===== config.mk =====
export PLATFORM = sky130hd
export DESIGN_NAME = pwr_mode_seq
export DESIGN_NICKNAME = d
export VERILOG_FILES = /design/src/rtl/pwr_mode_pkg.sv /design/src/rtl/pwr_wake_detect.sv /design/src/rtl/pwr_osc_timer.sv /design/src/rtl/pwr_gate_decode.sv /design/src/rtl/pwr_mode_seq.sv
export SDC_FILE = /design/constraint.sdc
export NUM_CORES = 1
export LEC_CHECK = 0
export BUFFER_PORTS_ARGS = -buffer_cell sky130_fd_sc_hd__buf_2
export CAP_MARGIN = 20
export CORE_MARGIN = 2
export CORE_UTILIZATION = 48
export DETAILED_ROUTE_END_ITERATION = 10
export GPL_TIMING_DRIVEN = 0
export HOLD_SLACK_MARGIN = 0.1
export MAX_ROUTING_LAYER = met4
export PLACE_DENSITY = 0.85
export SLEW_MARGIN = 0
export SYNTH_ARGS = -nofsm -noshare
export SYNTH_HDL_FRONTEND = slang
export SYNTH_HIERARCHICAL = 1
export SYNTH_SLANG_ARGS = --single-unit

===== constraint.sdc =====
create_clock -name clk -period 5.33 [get_ports clk]
set_input_delay 0.2665 -clock clk [delete_from_list [all_inputs] [get_ports clk]]
set_output_delay 0.2665 -clock clk [all_outputs]
set_load 0.01 [all_outputs]

===== src/rtl/pwr_mode_pkg.sv =====
package pwr_mode_pkg;

  typedef enum logic [2:0] {
    PM_NORMAL   = 3'd0,
    PM_IDLE     = 3'd1,
    PM_SUSPEND  = 3'd2,
    PM_SNOOZE   = 3'd3,
    PM_STOP     = 3'd4,
    PM_SHUTDOWN = 3'd5,
    PM_WAKEUP   = 3'd6,
    PM_RSTOUT   = 3'd7
  } pm_state_t;

  typedef struct packed {
    logic core;
    logic periph;
    logic tmr34;
    logic hfo0;
    logic hfo1;
    logic bias_low;
    logic ldo;
    logic nets;
    logic hold;
  } pm_ctl_t;

  // Control pattern for each state.
  function automatic pm_ctl_t pm_ctl_of(pm_state_t s);
    pm_ctl_t c;
    c = '{core: 1'b0, periph: 1'b0, tmr34: 1'b0, hfo0: 1'b0, hfo1: 1'b0,
          bias_low: 1'b0, ldo: 1'b1, nets: 1'b1, hold: 1'b0};
    unique case (s)
      PM_NORMAL:   begin c.core = 1'b1; c.periph = 1'b1; c.tmr34 = 1'b1; c.hfo0 = 1'b1; c.hfo1 = 1'b1; end
      PM_IDLE:     begin c.periph = 1'b1; c.tmr34 = 1'b1; c.hfo0 = 1'b1; c.hfo1 = 1'b1; end
      PM_SUSPEND:  begin c.tmr34 = 1'b1; end
      PM_SNOOZE:   begin c.tmr34 = 1'b1; c.bias_low = 1'b1; end
      PM_STOP:     begin c.nets = 1'b0; c.hold = 1'b1; end
      PM_SHUTDOWN: begin c.nets = 1'b0; c.hold = 1'b1; c.ldo = 1'b0; end
      PM_WAKEUP:   begin c.tmr34 = 1'b1; c.hfo0 = 1'b1; end
      PM_RSTOUT:   begin c.hfo0 = 1'b1; end
      default:     begin c.hfo0 = 1'b0; end
    endcase
    return c;
  endfunction

  // Clock-gated sleep states that listen to the wake lines.
  function automatic logic pm_is_gated(pm_state_t s);
    return (s == PM_SUSPEND) || (s == PM_SNOOZE);
  endfunction

endpackage


===== src/rtl/pwr_wake_detect.sv =====
module pwr_wake_detect #(
  parameter int NWAKE = 4
) (
  input  logic             clk,
  input  logic             rst_n,
  input  logic [NWAKE-1:0] wake_src,
  input  logic             cmp0_out,
  output logic             cmp0_fall,
  output logic             wake_hit
);
  logic cmp0_q;

  always_ff @(posedge clk or negedge rst_n) begin
    if (!rst_n) cmp0_q <= 1'b0;
    else        cmp0_q <= cmp0_out;
  end

  assign cmp0_fall = cmp0_q & ~cmp0_out;
  assign wake_hit  = (|wake_src) | cmp0_fall;
endmodule


===== src/rtl/pwr_osc_timer.sv =====
module pwr_osc_timer #(
  parameter bit OSC_READY_PRESENT = 1'b0,
  parameter int LF_WAIT           = 16
) (
  input  logic clk,
  input  logic rst_n,
  input  logic active,
  input  logic lf_tick,
  input  logic osc_ready,
  output logic osc_done
);
  generate
    if (OSC_READY_PRESENT) begin : g_ready
      assign osc_done = active & osc_ready;
    end else begin : g_count
      localparam int CW = $clog2(LF_WAIT + 1);
      logic [CW-1:0] cnt;
      always_ff @(posedge clk or negedge rst_n) begin
        if (!rst_n)                 cnt <= '0;
        else if (!active)           cnt <= '0;
        else if (lf_tick && !osc_done) cnt <= cnt + 1'b1;
      end
      assign osc_done = active & lf_tick & (cnt == CW'(LF_WAIT - 1));
    end
  endgenerate
endmodule


===== src/rtl/pwr_gate_decode.sv =====
module pwr_gate_decode
  import pwr_mode_pkg::*;
(
  input  pm_state_t state,
  output pm_ctl_t   ctl,
  output logic      rst_req
);
  assign ctl     = pm_ctl_of(state);
  assign rst_req = (state == PM_RSTOUT);
endmodule


===== src/rtl/pwr_mode_seq.sv =====
module pwr_mode_seq
  import pwr_mode_pkg::*;
#(
  parameter int NWAKE             = 4,
  parameter bit OSC_READY_PRESENT = 1'b0,
  parameter int LF_WAIT           = 16
) (
  input  logic             clk,
  input  logic             rst_n,
  input  logic             req_idle,
  input  logic             req_suspend,
  input  logic             req_snooze,
  input  logic             req_stop,
  input  logic             stop_cfg,
  input  logic             clk_on_hfo0,
  input  logic             err_clr,
  input  logic             irq_any,
  input  logic [NWAKE-1:0] wake_src,
  input  logic             cmp0_out,
  input  logic             lf_tick,
  input  logic             osc_ready,
  input  logic             rst_pin,
  input  logic             rst_other,
  output logic             core_clk_en,
  output logic             periph_clk_en,
  output logic             tmr34_clk_en,
  output logic             hfo0_en,
  output logic             hfo1_en,
  output logic             bias_low,
  output logic             ldo_en,
  output logic             nets_on,
  output logic             pin_hold,
  output logic             rst_req,
  output logic             err_flag,
  output logic [2:0]       mode_o
);
  pm_state_t state, state_n;
  pm_ctl_t   ctl;

  // Named internal events, also used by the checker.
  logic wake_hit, cmp0_fall, osc_done;
  logic in_normal, req_blocked, gated_req, bad_clk_req, any_reset;

  pwr_wake_detect #(.NWAKE(NWAKE)) u_wake (
    .clk(clk), .rst_n(rst_n), .wake_src(wake_src), .cmp0_out(cmp0_out),
    .cmp0_fall(cmp0_fall), .wake_hit(wake_hit)
  );

  pwr_osc_timer #(.OSC_READY_PRESENT(OSC_READY_PRESENT), .LF_WAIT(LF_WAIT)) u_osc (
    .clk(clk), .rst_n(rst_n), .active(state == PM_WAKEUP), .lf_tick(lf_tick),
    .osc_ready(osc_ready), .osc_done(osc_done)
  );

  pwr_gate_decode u_dec (.state(state), .ctl(ctl), .rst_req(rst_req));

  assign in_normal   = (state == PM_NORMAL);
  assign req_blocked = irq_any | wake_hit;
  assign gated_req   = req_snooze | req_suspend;
  assign bad_clk_req = in_normal & ~req_stop & ~req_blocked & gated_req & ~clk_on_hfo0;
  assign any_reset   = rst_pin | rst_other;

  always_comb begin
    state_n = state;
    unique case (state)
      PM_NORMAL: begin
        if (req_stop)                   state_n = stop_cfg ? PM_SHUTDOWN : PM_STOP;
        else if (!req_blocked) begin
          if (req_snooze)               state_n = clk_on_hfo0 ? PM_SNOOZE : PM_NORMAL;
          else if (req_suspend)         state_n = clk_on_hfo0 ? PM_SUSPEND : PM_NORMAL;
          else if (req_idle)            state_n = PM_IDLE;
        end
      end
      PM_IDLE:     if (irq_any)   state_n = PM_NORMAL;
      PM_SUSPEND,
      PM_SNOOZE:   if (wake_hit)  state_n = PM_WAKEUP;
      PM_WAKEUP:   if (osc_done)  state_n = PM_NORMAL;
      PM_STOP:     if (any_reset) state_n = PM_RSTOUT;
      PM_SHUTDOWN: if (rst_pin)   state_n = PM_RSTOUT;
      PM_RSTOUT:                  state_n = PM_NORMAL;
      default:                    state_n = PM_NORMAL;
    endcase
  end

  always_ff @(posedge clk or negedge rst_n) begin
    if (!rst_n) state <= PM_NORMAL;
    else        state <= state_n;
  end

  always_ff @(posedge clk or negedge rst_n) begin
    if (!rst_n)           err_flag <= 1'b0;
    else if (bad_clk_req) err_flag <= 1'b1;
    else if (err_clr)     err_flag <= 1'b0;
  end

  assign core_clk_en   = ctl.core;
  assign periph_clk_en = ctl.periph;
  assign tmr34_clk_en  = ctl.tmr34;
  assign hfo0_en       = ctl.hfo0;
  assign hfo1_en       = ctl.hfo1;
  assign bias_low      = ctl.bias_low;
  assign ldo_en        = ctl.ldo;
  assign nets_on       = ctl.nets;
  assign pin_hold      = ctl.hold;
  assign mode_o        = state;
endmodule


* Word-level counts from Yosys, hierarchy flattened
Index checks and enable logic that the tools add are counted.
Word-level totals: bits in registers 10, bits of input ports 19, output and inout port bits 14
Operators by class: $add $sub $neg 1, equal/unequal tests 16, mux-type cells 25, bitwise gates (word level) 15, reductions and logical operators 11
Operators by type and width (count):
- two-way mux 3 bit | 10
- case mux 3 bit (7 select lines) | 1
- == test 3 bit, second input constant | 4
- != test 2 bit, second input constant | 6
- two-way mux 5 bit | 2
- two-way mux 1 bit | 9
- OR reduction 4 bit | 2
- bitwise AND 1 bit | 7
- AND reduction 7 bit | 1
- == test 3 x 2 -> 1 bit, second input constant | 2
- two-way mux 2 bit | 3
- OR reduction 2 bit | 3
- adder 5 x 1 -> 5 bit, second input constant | 1
- == test 5 x 4 -> 1 bit, second input constant | 1
- != test 5 bit, second input constant | 1
- OR reduction 5 bit | 1
- NOT 1 bit | 4
- bitwise OR 1 bit | 4
- == test 3 x 1 -> 1 bit, second input constant | 1
- zero test 3 bit | 1
- != test 3 bit, second input constant | 1
- nonzero test 2 bit | 1
- logical AND 1 bit | 1
- zero test 1 bit | 1

* Depth between registers and ports, before layout
depth in word-level cells 9, gate-level depth with buffers 8

* Hierarchy
The synthesis kept the hierarchy.
By module, submodules not included:
- pwr_mode_seq | times used 1, cells an instance 37, area an instance 315.3 um^2, seq. area each 100.1 um^2
- pwr_osc_timer | times used 1, cells an instance 24, area an instance 276.5 um^2, seq. area each 125.1 um^2
- pwr_gate_decode | times used 1, cells an instance 12, area an instance 76.3 um^2, seq. area each 0.0 um^2
- pwr_wake_detect | times used 1, cells an instance 4, area an instance 50.0 um^2, seq. area each 25.0 um^2

* Worst setup path before layout
No wires, ideal clock.
path kind reg2reg, from register state[2], in the netlist mode_o[2], to register state[0], in the netlist mode_o[0], data arrival time 1.654 ns, data required time 5.210 ns, setup slack 3.556 ns, stages on the path, launching flop included 8, buffers on the path 0, cell sequence dfrtp_1 > nand2_1 > nor2_1 > and3_2 > nor3b_1 > o21ai_1 > nand3_2 > a2bb2oi_2
On the way: cells in the longest elaborated chain, start to end 5
Ends and longest elaborated chain:
- start, declared | RTL line pwr_mode_seq.sv:37 | pm_state_t state, state_n;
- start signal, assigned | RTL line pwr_mode_seq.sv:86 | else state <= state_n;
- == test 3 bit | RTL line pwr_mode_seq.sv:50 | .clk(clk), .rst_n(rst_n), .active(state == PM_WAKEUP), .lf_tick(lf_tick),
- bitwise AND 1 bit (2 in a row) | RTL line pwr_osc_timer.sv:23 | assign osc_done = active & lf_tick & (cnt == CW'(LF_WAIT - 1));
- named net osc_done | RTL line pwr_mode_seq.sv:41 | logic wake_hit, cmp0_fall, osc_done;
- != test 2 bit (no line)
- AND reduction 7 bit (no line)
The timed path passes the listed nets, and every way through them passes these cells. A chain may end at the register's enable or synchronous reset.

* Worst setup path in the final report
Ends and elaborated chain as after synthesis.

==> metrics.yaml <==
logic_synthesis:
  ys.flop_type: "dfrtp_1"
  syn_inst: 77
  synthArstFlopShare_pct: 100
  synth_top_area_share_pct: 34.8
  synth_seq_cells: 10
  yosys_warnings: 6
  synth_nets: 100
  ys_seq_area_share_pct: 34.8
  yosys.area.top_type: "dfrtp_1"
  synth_area_leaders: "dfrtp_1 (35%), ha_1 (7.0%), nor2b_1 (4.4%)"
  avgSynthCellArea_sq_um: 9.33
  synthesis.area_sq_um: 718
  synth_cell_types: 35
  synth_edf_count: 0
route:
  routed-via-count: 688
  wire_per_inst_um: 12.6
  drt_pass1_iterations: 4
  avgViaCountPerCell: 5.42
  wirelength_um: 1600
  ant_nets: 0
  drc: 0
  drt_iter0_drc: 11
global_routing:
  overflow: 0
  grt_pass1_vias: 628
  grt_max_degree: 16
  antenna_found_initial: 0
  grt_pass1_wl_um: 2520
  grt.total_usage_pct: 19.0
clocking:
  cts.clk_slew.worst_paths_ns: 0.06
  clk_latency_ns: 0.27
  cts_resized: 0
  cts_tree: "yes"
  cts_inserted_buffers: 3
  htree_levels: 1
  clock_path_buffers: 2
  clock_tree.root_cell: "clkbuf_4"
  clock_sinks: 10
power:
  power.density_nw_per_um2: 444
  total_power_w: 0.000410
  intPower_w: 0.000226
  power_leakage_nw: 0.514
  p_comb_share_pct: 53.8
  pwr-share-clk_pct: 12.5
  switching_share_pct: 45.0
  p_switching_w: 0.000185
  ir_drop_mv: 0.198
  p_seq_share_pct: 33.7
finish:
  final_cell_mix: "buf_2 (31), dfrtp_1 (10), inv_1 (7), nor2b_1 (5)"
  ff_latch_area_sq_um: 250
  area_delta_synth_final_pct: 28.7
  fin_cells: 127
  final_util_pct: 68.5
  nets: 137
  fillers: 104
  multi_input_comb_area_sq_um: 427
  antenna_cells: 0
  drive_above_1_share_pct: 40.2
  layout_commonest_cell: "buf_2"
timing:
  tightestPinTransition_ns: 0.460
  finalCritPeriodShare_pct: 38.5
  whs_ns: 0.116
  drv_slew: 0
  min_period_ns: 2.05
  relSlewSlack_pct: 69.3
  skew_ns: 0.00509
  finalSetupTns_ns: 0
  final-hold-violation-count: 0
  rsz0062_at_grt: "no"
  fmaxAchievable_mhz: 487
  setup_viol: 0
worst_setup_path:
  end_kind: "flip-flop"
  crit_type: "reg2reg"
  reg2reg_from: "mode_o[2]$_DFFE_PN0P_"
  max_stage_delay_ns: 0.62
  arrival_ns: 2.21
  cp_max_fo: 15
  cp_cell_sequence: "nand2_1 -> nor2_1 -> and3_2 -> nor3b_1 -> o21ai_1 -> nand3_2 -> a2bb2oi_2"
  critPathLaunchType: "flip-flop"
  crit_slowest_cell: "dfrtp_1"
  critPathLaunch: "mode_o[2]$_DFFE_PN0P_"
  cp.required_ns: 5.49
die:
  fp-row-count: 13
  dieArea_sq_um: 1820
  die_w_um: 42.7
  start_util_pct: 53.2
  core_area_sq_um: 1350
  dieHeight_um: 42.7
  io_pins: 33
place:
  hpwl_um: 1270
  io_buffers: 31
  place_inst: 123
  place.gp.congestion: 0.794
outcome:
  status: "complete, no violations"
flow_run:
  drv_cap: 0
hold_path:
  hold_start: "cmp0_out"
  worst_hold_path_type: "in2reg"
==> layer usage <==
metal / global-route usage (%) / part of all wire, % / routed length, um / vias to the layer above
li1: - / - / - / 346
met1: 20.1 / 42 / 668 / 308
met2: 33.0 / 49 / 786 / 30
met3: 6.81 / 7.0 / 112 / 4
met4: 5.63 / 1.8 / 28 / 0
met5: - / 0 / 0 / -
==> final cells by class <==
class	count	share of cell area [%]
Sequential cell	10	27.1
Timing Repair Buffer	32	17.9
Buffer	1	0.812
Multi-Input combinational cell	57	46.1
Clock buffer	3	2.44
Inverter	9	3.65
Tap cell	15	2.03
==> sequential cells by signal (all words and copies together) (netlist names) <==
signal	count
err_flag	1
u_wake/cmp0_q	1
u_osc/g_count.cnt	5
mode_o	3
==> through the flow <==
stage,setup slack [ns],instance area (sq um)
5_1_grt,3.06,925
3_5_place_dp,3.30,892
4_1_cts,3.30,925
6_report,3.28,925
2_1_floorplan,3.56,718
3_3_place_gp,3.35,892
==> worst paths after layout <==
path,endpoint,slack [ns],depth (start not counted)
setup / recovery,mode_o[0]$_DFFE_PN0P_,3.28,7
hold / removal,u_wake/cmp0_q$_DFF_PN0_,0.12,1
setup reg to reg,mode_o[0]$_DFFE_PN0P_,3.28,7
hold reg to reg,err_flag$_DFFE_PN0P_,0.50,1
max in group asynchronous,mode_o[0]$_DFFE_PN0P_,4.76,2
min in group asynchronous,u_osc/g_count.cnt[1]$_DFFE_PN0P_,0.38,2
==> kinds of logic (layout without fill, tap and decap cells) <==
family,Yosys count,after routing,share of synthesized area [%]
buf+inv,10,45,5.75
flops,10,10,34.8
xor+xnor,2,2,2.44
fa+ha+maj,4,4,6.97
compound gates,14,14,16.2
mux,2,2,2.79
simple gates,35,35,31.0
==> timing repair <==
| action | CTS | global route |
|---|---|---|
| setup buffers | 0 | 0 |
| endpoints found under the setup margin | 0 | 0 |
| hold buffers | 1 | 0 |
| hold endpoints to repair | 10 | 0 |
==> cell usage after synthesis, types with 2 or more instances <==
library cell	number
and3_2	2
ha_1	4
dfrtp_1	10
o21ai_1	2
nand2b_1	2
nand3_1	2
o31ai_1	2
mux2i_1	2
nand2_1	4
nor3_1	3
a2bb2oi_2	2
nor2_1	4
inv_2	2
nor4_2	2
inv_1	7
nand4_1	2
and3_1	2
and2_1	2
nor2b_1	5
==> critical path, delay by kind of cell (launching register included) <==
family | cells | cell delay (ns)
AND/OR/NAND/NOR | 5 | 0.92
flip-flops | 1 | 0.62
AO/OA/AOI/OAI | 2 | 0.41
==> power by group through the flow <==
stage | sequential [W] | clock [W] | combinational, W
finish | 0.000138 | 0.0000511 | 0.000221
global route | 0.000142 | 0.0000569 | 0.000246
CTS | 0.000137 | 0.0000527 | 0.000224
detailed placement | 0.000139 | 0 | 0.000223
global placement | 0.000136 | 0 | 0.000216
floorplan | 0.000133 | 0 | 0.000147
(Power assumes the default switching activity.)
